**src/rtl/xlat_pkg.sv**
```systemverilog
package xlat_pkg;
  // entry bit positions (shared with software-built tables)
  localparam int PTE_V = 0;
  localparam int PTE_R = 1;
  localparam int PTE_W = 2;
  localparam int PTE_U = 3;
  localparam int PTE_D = 4;

  typedef enum logic [2:0] {
    S_IDLE, S_READ_L1, S_READ_L2, S_UPDATE, S_DONE, S_FAULT
  } walk_state_t;

  typedef enum logic [1:0] {
    FLT_NONE = 2'd0,
    FLT_DIR  = 2'd1,
    FLT_LEAF = 2'd2,
    FLT_PERM = 2'd3
  } fault_t;
endpackage

```
**src/rtl/xlat_addr_gen.sv**
```systemverilog
module xlat_addr_gen #(
  parameter int VA_W  = 32,
  parameter int OFF_W = 12,
  parameter int L1_W  = 10
) (
  input  logic [VA_W-1:0]       vaddr,
  input  logic [VA_W-OFF_W-1:0] base_frame,
  input  logic [VA_W-OFF_W-1:0] dir_frame,
  input  logic [VA_W-OFF_W-1:0] leaf_frame,
  output logic [VA_W-1:0]       l1_addr,
  output logic [VA_W-1:0]       l2_addr,
  output logic [VA_W-1:0]       paddr
);
  localparam int FRAME_W = VA_W - OFF_W;
  localparam int L2_W    = FRAME_W - L1_W;

  // a table entry is 4 bytes: frame base plus index scaled by 4
  function automatic logic [VA_W-1:0] entry_at(input logic [FRAME_W-1:0] frame,
                                               input logic [VA_W-1:0] idx);
    return {frame, {OFF_W{1'b0}}} | (idx << 2);
  endfunction

  function automatic logic [VA_W-1:0] join_pa(input logic [FRAME_W-1:0] frame,
                                              input logic [OFF_W-1:0] off);
    return {frame, off};
  endfunction

  assign l1_addr = entry_at(base_frame, VA_W'(vaddr[VA_W-1 -: L1_W]));
  assign l2_addr = entry_at(dir_frame,  VA_W'(vaddr[OFF_W +: L2_W]));
  assign paddr   = join_pa(leaf_frame, vaddr[OFF_W-1:0]);
endmodule

```
**src/rtl/xlat_pte_check.sv**
```systemverilog
module xlat_pte_check #(
  parameter int PTE_WID = 32
) (
  input  logic [PTE_WID-1:0] entry,
  input  logic               is_write,
  output logic               valid,
  output logic               allowed,
  output logic [PTE_WID-1:0] updated,
  output logic               needs_wb
);
  import xlat_pkg::*;

  function automatic logic [PTE_WID-1:0] mark(input logic [PTE_WID-1:0] e,
                                              input logic wr);
    logic [PTE_WID-1:0] r;
    r = e;
    r[PTE_U] = 1'b1;
    if (wr) r[PTE_D] = 1'b1;
    return r;
  endfunction

  assign valid    = entry[PTE_V];
  assign allowed  = is_write ? entry[PTE_W] : entry[PTE_R];
  assign updated  = mark(entry, is_write);
  assign needs_wb = (updated != entry);
endmodule

```
**src/rtl/xlat_walker.sv**
```systemverilog
module xlat_walker #(
  parameter int VA_W  = 32,
  parameter int OFF_W = 12,
  parameter int L1_W  = 10
) (
  input  logic            clk,
  input  logic            rst_n,
  input  logic [VA_W-1:0] table_base,
  input  logic            req_valid,
  output logic            req_ready,
  input  logic [VA_W-1:0] req_vaddr,
  input  logic            req_write,
  output logic            rsp_valid,
  output logic [VA_W-1:0] rsp_paddr,
  output logic [1:0]      rsp_fault_code,
  output logic            mem_req,
  output logic            mem_we,
  output logic [VA_W-1:0] mem_addr,
  output logic [VA_W-1:0] mem_wdata,
  input  logic            mem_ack,
  input  logic [VA_W-1:0] mem_rdata
);
  import xlat_pkg::*;

  localparam int FRAME_W = VA_W - OFF_W;

  walk_state_t        state;
  logic [VA_W-1:0]    va_q;
  logic               wr_q;
  logic [FRAME_W-1:0] base_q;
  logic [FRAME_W-1:0] dir_q;
  logic [VA_W-1:0]    pte_q;
  fault_t             fault_q;

  logic [VA_W-1:0] l1_addr, l2_addr, paddr;
  logic            rd_valid, rd_allowed, rd_needs_wb;
  logic [VA_W-1:0] rd_updated;
  logic            q_valid, q_allowed, q_needs_wb;
  logic [VA_W-1:0] q_updated;

  // named internal events
  logic ev_accept, ev_l1_ack, ev_l2_ack, ev_wb_ack;
  assign ev_accept = (state == S_IDLE) && req_valid;
  assign ev_l1_ack = (state == S_READ_L1) && mem_ack;
  assign ev_l2_ack = (state == S_READ_L2) && mem_ack;
  assign ev_wb_ack = (state == S_UPDATE) && mem_ack;

  xlat_addr_gen #(.VA_W(VA_W), .OFF_W(OFF_W), .L1_W(L1_W)) u_addr (
    .vaddr(va_q), .base_frame(base_q), .dir_frame(dir_q),
    .leaf_frame(pte_q[VA_W-1:OFF_W]),
    .l1_addr(l1_addr), .l2_addr(l2_addr), .paddr(paddr)
  );

  // decision on the leaf as it arrives
  xlat_pte_check #(.PTE_WID(VA_W)) u_chk_rd (
    .entry(mem_rdata), .is_write(wr_q), .valid(rd_valid), .allowed(rd_allowed),
    .updated(rd_updated), .needs_wb(rd_needs_wb)
  );

  // write-back word from the stored leaf
  xlat_pte_check #(.PTE_WID(VA_W)) u_chk_q (
    .entry(pte_q), .is_write(wr_q), .valid(q_valid), .allowed(q_allowed),
    .updated(q_updated), .needs_wb(q_needs_wb)
  );

  always_ff @(posedge clk) begin
    if (!rst_n) begin
      state   <= S_IDLE;
      va_q    <= '0;
      wr_q    <= 1'b0;
      base_q  <= '0;
      dir_q   <= '0;
      pte_q   <= '0;
      fault_q <= FLT_NONE;
    end else begin
      unique case (state)
        S_IDLE: if (ev_accept) begin
          va_q    <= req_vaddr;
          wr_q    <= req_write;
          base_q  <= table_base[VA_W-1:OFF_W];
          fault_q <= FLT_NONE;
          state   <= S_READ_L1;
        end
        S_READ_L1: if (ev_l1_ack) begin
          dir_q <= mem_rdata[VA_W-1:OFF_W];
          if (!mem_rdata[PTE_V]) begin
            fault_q <= FLT_DIR;
            state   <= S_FAULT;
          end else begin
            state <= S_READ_L2;
          end
        end
        S_READ_L2: if (ev_l2_ack) begin
          pte_q <= mem_rdata;
          if (!rd_valid) begin
            fault_q <= FLT_LEAF;
            state   <= S_FAULT;
          end else if (!rd_allowed) begin
            fault_q <= FLT_PERM;
            state   <= S_FAULT;
          end else if (rd_needs_wb) begin
            state <= S_UPDATE;
          end else begin
            state <= S_DONE;
          end
        end
        S_UPDATE: if (ev_wb_ack) state <= S_DONE;
        S_DONE:   state <= S_IDLE;
        S_FAULT:  state <= S_IDLE;
        default:  state <= S_IDLE;
      endcase
    end
  end

  always_comb begin
    mem_req   = (state == S_READ_L1) || (state == S_READ_L2) || (state == S_UPDATE);
    mem_we    = (state == S_UPDATE);
    mem_addr  = (state == S_READ_L1) ? l1_addr : l2_addr;
    mem_wdata = (state == S_UPDATE) ? q_updated : '0;
  end

  assign req_ready      = (state == S_IDLE);
  assign rsp_valid      = (state == S_DONE) || (state == S_FAULT);
  assign rsp_paddr      = (state == S_DONE) ? paddr : '0;
  assign rsp_fault_code = (state == S_FAULT) ? fault_q : FLT_NONE;

  // an idle walker touches neither memory nor the response
  a_r10_idle_quiet: assert property (@(posedge clk) disable iff (!rst_n)
    req_ready |-> (!mem_req && !rsp_valid));

  // the access after acceptance is a read in the first-level table
  a_r2_first_read: assert property (@(posedge clk) disable iff (!rst_n)
    ev_accept |=> (mem_req && !mem_we &&
                   mem_addr[VA_W-1:OFF_W] == $past(table_base[VA_W-1:OFF_W])));

  // every write-back marks the page referenced, writes also modified
  a_r8_marks: assert property (@(posedge clk) disable iff (!rst_n)
    (mem_req && mem_we) |-> (mem_wdata[PTE_U] && (!wr_q || mem_wdata[PTE_D])));

  // a write-back always changes the stored leaf
  a_r9_changes: assert property (@(posedge clk) disable iff (!rst_n)
    (mem_req && mem_we) |-> (mem_wdata != pte_q));

  // no write-back to a leaf lacking validity or the needed permission
  a_r6_no_wb_on_deny: assert property (@(posedge clk) disable iff (!rst_n)
    (mem_req && mem_we) |-> (pte_q[PTE_V] && (wr_q ? pte_q[PTE_W] : pte_q[PTE_R])));

  // a successful translation keeps the page offset
  a_r7_offset: assert property (@(posedge clk) disable iff (!rst_n)
    (rsp_valid && rsp_fault_code == FLT_NONE) |-> (rsp_paddr[OFF_W-1:0] == va_q[OFF_W-1:0]));

  // the response is a single-cycle pulse followed by ready
  a_r11_pulse: assert property (@(posedge clk) disable iff (!rst_n)
    rsp_valid |=> (!rsp_valid && req_ready));
endmodule

```
**config.mk**
```make
export PLATFORM = sky130hd
export DESIGN_NAME = xlat_walker
export DESIGN_NICKNAME = d
export VERILOG_FILES = /design/src/rtl/xlat_pkg.sv /design/src/rtl/xlat_addr_gen.sv /design/src/rtl/xlat_pte_check.sv /design/src/rtl/xlat_walker.sv
export SDC_FILE = /design/constraint.sdc
export NUM_CORES = 1
export LEC_CHECK = 0
export CAP_MARGIN = 20
export CORE_AREA = 2 2 120 122
export DETAILED_ROUTE_END_ITERATION = 10
export DIE_AREA = 0 0 122 124
export PLACE_DENSITY = 0.75
export SETUP_SLACK_MARGIN = 0.15
export SLEW_MARGIN = 20
export SYNTH_ARGS = -nofsm -noshare
export SYNTH_HDL_FRONTEND = slang
export SYNTH_SLANG_ARGS = --single-unit
```
**constraint.sdc**
```tcl
create_clock -name clk -period 4.15 [get_ports clk]
set_input_delay 0.83 -clock clk [delete_from_list [all_inputs] [get_ports clk]]
set_output_delay 0.83 -clock clk [all_outputs]
set_load 0.02 [all_outputs]
```
==> results by stage, run 1 <==
Die:
- The die area is roughly 15000 um^2.
- From bottom edge to top edge, the die measures roughly 120 um.
- The initial core utilization is approximately a third.
- The row count is 43.
- The core outline area is around 14000 um^2.
- For this design the top-level I/O count stands at slightly above 200.
- The floorplan step set the die width to ~120 um.

Drt:
- The count of TritonRoute iterations in the first routing pass is 4.
- The final route contains approximately 4.5k vias.
- In the final routed layout, each cell accounts on average for 13.8 um.
- Once detail routing completed, the nets flagged for antenna violations numbered 0.
- Summed over all layers, the routed wires come to 13200 um.
- The violation count after the first detailed-routing iteration is 261.
- The detail-routed via count per cell is 4.65.
- The DRC violations left is 0.

Finish:
- From synthesis to final layout, the design area changed by 47.5%.
- The number of fill cells is 1360.
- The final standard cell utilization of the core is 51.5%.
- The post-route standard cell area excluding fillers is ~7000 um^2.
- 0 antenna diodes ended up in the layout.
- The fraction of final layout cells with drive strength greater than 1 is 7.67%.
- In the final layout, the multi-input gates occupy between 2000 and 2500 um^2.
- Once layout is complete, the cells apart from fillers number approximately 960.
- The final-stage net count is 879.
- Across the whole layout, storage elements account for around 2200 um^2.

Hold path:
- The startpoint of the lowest-slack hold path is va_q[2].
- In this run the worst hold path is classified as register to register.
- The number of cells traversed by the worst hold path is 2.
- The terminating pin of the worst hold path is va_q[2].

Worst setup path:
- The depth of the most critical reg-to-reg path is 5.
- The worst endpoint required time is about 3.3 ns.
- The category of the critical setup timing path is register to primary output.
- In this run the critical register-to-register path is captured at dir_q[8].
- The delay contributed by the slowest stage of the critical path is 0.61 ns.
- The cell type of the slowest stage on the worst timing path is sky130_fd_sc_hd__clkdlybuf4s50_1.
- The sort of element at the end of the critical path is a primary output.
- Walking the worst path, the cells encountered are and2b_1 > nor2b_2 > buf_4 > and2_1 > clkdlybuf4s50_1.
- In this run the worst path has a maximum fanout of 20.
- STA classifies the critical path startpoint as a register.
- The critical register-to-register path startpoint is state[0].
- For the worst setup path, the data arrival time is 2.75 ns.
- The critical path contains buffers and inverters numbering 2 combined.
- The critical path's top delay family is simple AND/OR/NAND/NOR gates.
- Across all register-to-register paths, the minimum setup slack is approximately 1.7 ns.

CTS:
- No sink is reached through more buffers than the 2 on the longest clock path.
- The clock tree from TritonCTS is built.
- In this run, post-CTS hold repair placed 0 buffers.
- Clock tree synthesis inserted a total of 9 buffers.
- CTS saw 109 sinks.
- The later-pin clock latency in the skew report is 0.34 ns.
- The number of levels the H-tree was split into is 3.
- Once the clock tree was built, the setup fixing pass inserted 0 buffers.
- The root cell of the clock tree is sky130_fd_sc_hd__clkbuf_16.
- The clock input transition at the sequential cells of the worst setup and hold paths is 0.07 ns.
- Gates resized during post-CTS repair numbered 0.

Global route:
- Entering global routing, the biggest net connects 74 pins.
- The number of antenna violations at the first check in global routing is 0.
- The first global-routing pass estimated roughly 20000 um of wire.
- The number of global-route vias before repair is just under 4k.
- For this run, the total global-route usage over all layers was measured as about 17%.
- The remaining global-route overflow is 0.

Timing:
- Clock skew on the completed layout was measured at around 0.0058 ns.
- The tightest slew margin relative to the limit is about a third.
- After layout, the worst path uses between 80% and 90% of the clock period.
- Setup total negative slack on the finished layout was measured at 0 ns.
- The final count of hold timing violations came to 0.
- The final setup slack of the worst path is between 0.5 and 0.6 ns.
- For the pin with the worst max-slew slack, the measured transition is about 1 ns.
- The highest attainable clock frequency is 279 MHz.
- Setup repair after global routing left no endpoint under its margin.
- The final max-slew violation count is 0.
- Setup violations remaining at the end of the flow were counted as 0.
- The final critical path time including I/O delays and setup is about 3.6 ns.
- The tightest hold path in the finished design has a slack of 0.450 ns.

Yosys:
- The post-synthesis cell count is 620.
- The post-synthesis register bit count is between 100 and 150.
- After synthesis, the cell types taking the most area are sky130_fd_sc_hd__dfxtp_1, sky130_fd_sc_hd__nand2_1, sky130_fd_sc_hd__a21oi_1, sky130_fd_sc_hd__and2_1, sky130_fd_sc_hd__mux2_2.
- The most used flip-flop cell after synthesis is sky130_fd_sc_hd__dfxtp_1.
- During synthesis, Yosys emitted a total of 0 warnings.
- The share of flip-flops with an asynchronous set or reset after synthesis is 0%.
- The share of synthesized area in the top cell type comes to a little under half.
- Summed over all instances, the cell type with the most area after synthesis is sky130_fd_sc_hd__dfxtp_1.
- The mean cell area of the mapped netlist is ~7.7 um^2.
- Counting flops with a built-in enable in the synthesized netlist gives 0.
- The most common cell in the synthesized netlist is sky130_fd_sc_hd__nand2_1.
- The number of different library cells used by synthesis comes to 38.
- The cell area that synthesis handed to floorplanning was about 4800 um^2.
- The share of the Yosys chip area taken by registers is approximately 46%.
- The commonest cells after synthesis are sky130_fd_sc_hd__nand2_1, sky130_fd_sc_hd__dfxtp_1, sky130_fd_sc_hd__a21oi_1, sky130_fd_sc_hd__and2_1, sky130_fd_sc_hd__mux2_2.

Job:
- The number of maximum-capacitance violations is 0.

Placed design:
- The worst slack after detailed placement is approximately 0.89 ns.
- The total instance count after detailed placement is between 900 and 1k.
- In this run the tool buffered the top-level ports with 188 buffer cells.
- Detailed placement ended at an HPWL of approximately 9000 um.
- The last weighted congestion value of the routability-driven placer is roughly 0.84.
- The instance area at placement is between 6000 and 7000 um^2.

Power and ir drop:
- Across the VDD grid, the largest voltage drop is ~0.00020 V.
- In this run the power density over the cells is 344 nW/um^2.
- The total design power is 2.43 mW.
- The analysis attributes to cell leakage a power of about 2.6 nW.

Run status:
- The flow ran to the end, and the final reports show no timing, DRC or antenna violations.
[area by class of cell]
type                            count  area share [%]
Multi-Input combinational cell    460            33.8
Timing Repair Buffer              196            27.9
Clock buffer                       11            3.44
Sequential cell                   109            30.9
Clock inverter                      4           0.691
Tap cell                          180            3.19
Inverter                            2           0.124
[sequential cells by signal (all words and copies together), names as in the netlist]
register and flops:
base_q 20, dir_q 20, fault_q 2, pte_q 31, state 3, va_q 32
wr_q 1
[per-layer routing]
metal / track usage (%) / routed length [um] / vias up
li1: - / - / 2316
met1: 22.6 / 6000 / 1991
met2: 25.6 / 5950 / 138
met3: 3.34 / 793 / 32
met4: 8.84 / 495 / 0
met5: 0 / 0 / -
[layout by cell type, fill, tap and decap left out, types with 2 or more instances in the layout]
master and n:
sky130_fd_sc_hd__dfxtp_1 109, sky130_fd_sc_hd__mux2_2 30, sky130_fd_sc_hd__nor2b_1 4, sky130_fd_sc_hd__nand2_1 214
sky130_fd_sc_hd__nor2_1 6, sky130_fd_sc_hd__nand3_1 2, sky130_fd_sc_hd__clkdlybuf4s50_1 188, sky130_fd_sc_hd__conb_1 2
sky130_fd_sc_hd__a21oi_1 107, sky130_fd_sc_hd__clkbuf_16 9, sky130_fd_sc_hd__a31oi_1 2, sky130_fd_sc_hd__and2_1 63
sky130_fd_sc_hd__clkinv_2 3, sky130_fd_sc_hd__nor3_1 4, sky130_fd_sc_hd__buf_4 6, sky130_fd_sc_hd__buf_12 2
sky130_fd_sc_hd__and3_1 4
[worst max path at each step]
stage | cells past startpoint | from | to | slack (ns)
5_1_grt | 5 | state[2] | rsp_paddr[25] | 0.41
2_1_floorplan | 4 | state[2] | rsp_paddr[10] | 1.86
4_1_cts | 5 | state[2] | rsp_paddr[29] | 0.50
6_report | 5 | state[2] | rsp_paddr[29] | 0.57
3_5_place_dp | 5 | state[2] | rsp_paddr[23] | 0.89
3_3_place_gp | 5 | state[2] | rsp_paddr[29] | 0.89
[power breakdown]
| part | switching (mW) | total, mW | leakage, nW | internal, mW |
|---|---|---|---|---|
| clock network | 0.377 | 0.857 | 0.145 | 0.481 |
| registers | 0.0322 | 1.14 | 0.888 | 1.10 |
| logic | 0.223 | 0.439 | 1.55 | 0.216 |
| total | 0.632 | 2.43 | 2.58 | 1.80 |
[kinds of logic after synthesis]
group           after synthesis  share of synthesized area, %
simple gates                307                          28.8
compound gates              120                          13.4
flops                       109                          45.6
buf+inv                      52                          4.91
mux                          31                          7.26
other cells                   1                        0.0783
[worst register-to-register path: stages, from the launching register on]
cell                      delay (ns)
sky130_fd_sc_hd__dfxtp_1        0.68
sky130_fd_sc_hd__nor3b_4        0.27
sky130_fd_sc_hd__buf_4          0.42
sky130_fd_sc_hd__and2_1         0.61
sky130_fd_sc_hd__nand2_1        0.21
sky130_fd_sc_hd__a21oi_1        0.16
Note: power is estimated with default switching activity, not from simulation.
==> inputs of run 2 (changes only) <==
--- a/config.mk
+++ b/config.mk
@@ -9,6 +9,7 @@
 export CORE_AREA = 2 2 120 122
 export DETAILED_ROUTE_END_ITERATION = 10
 export DIE_AREA = 0 0 122 124
+export HOLD_SLACK_MARGIN = 0.12
 export PLACE_DENSITY = 0.75
 export SETUP_SLACK_MARGIN = 0.15
 export SLEW_MARGIN = 20
==> results of run 2 <==
Same layout as run 1: the final DEF is identical, and so are final timing and power.
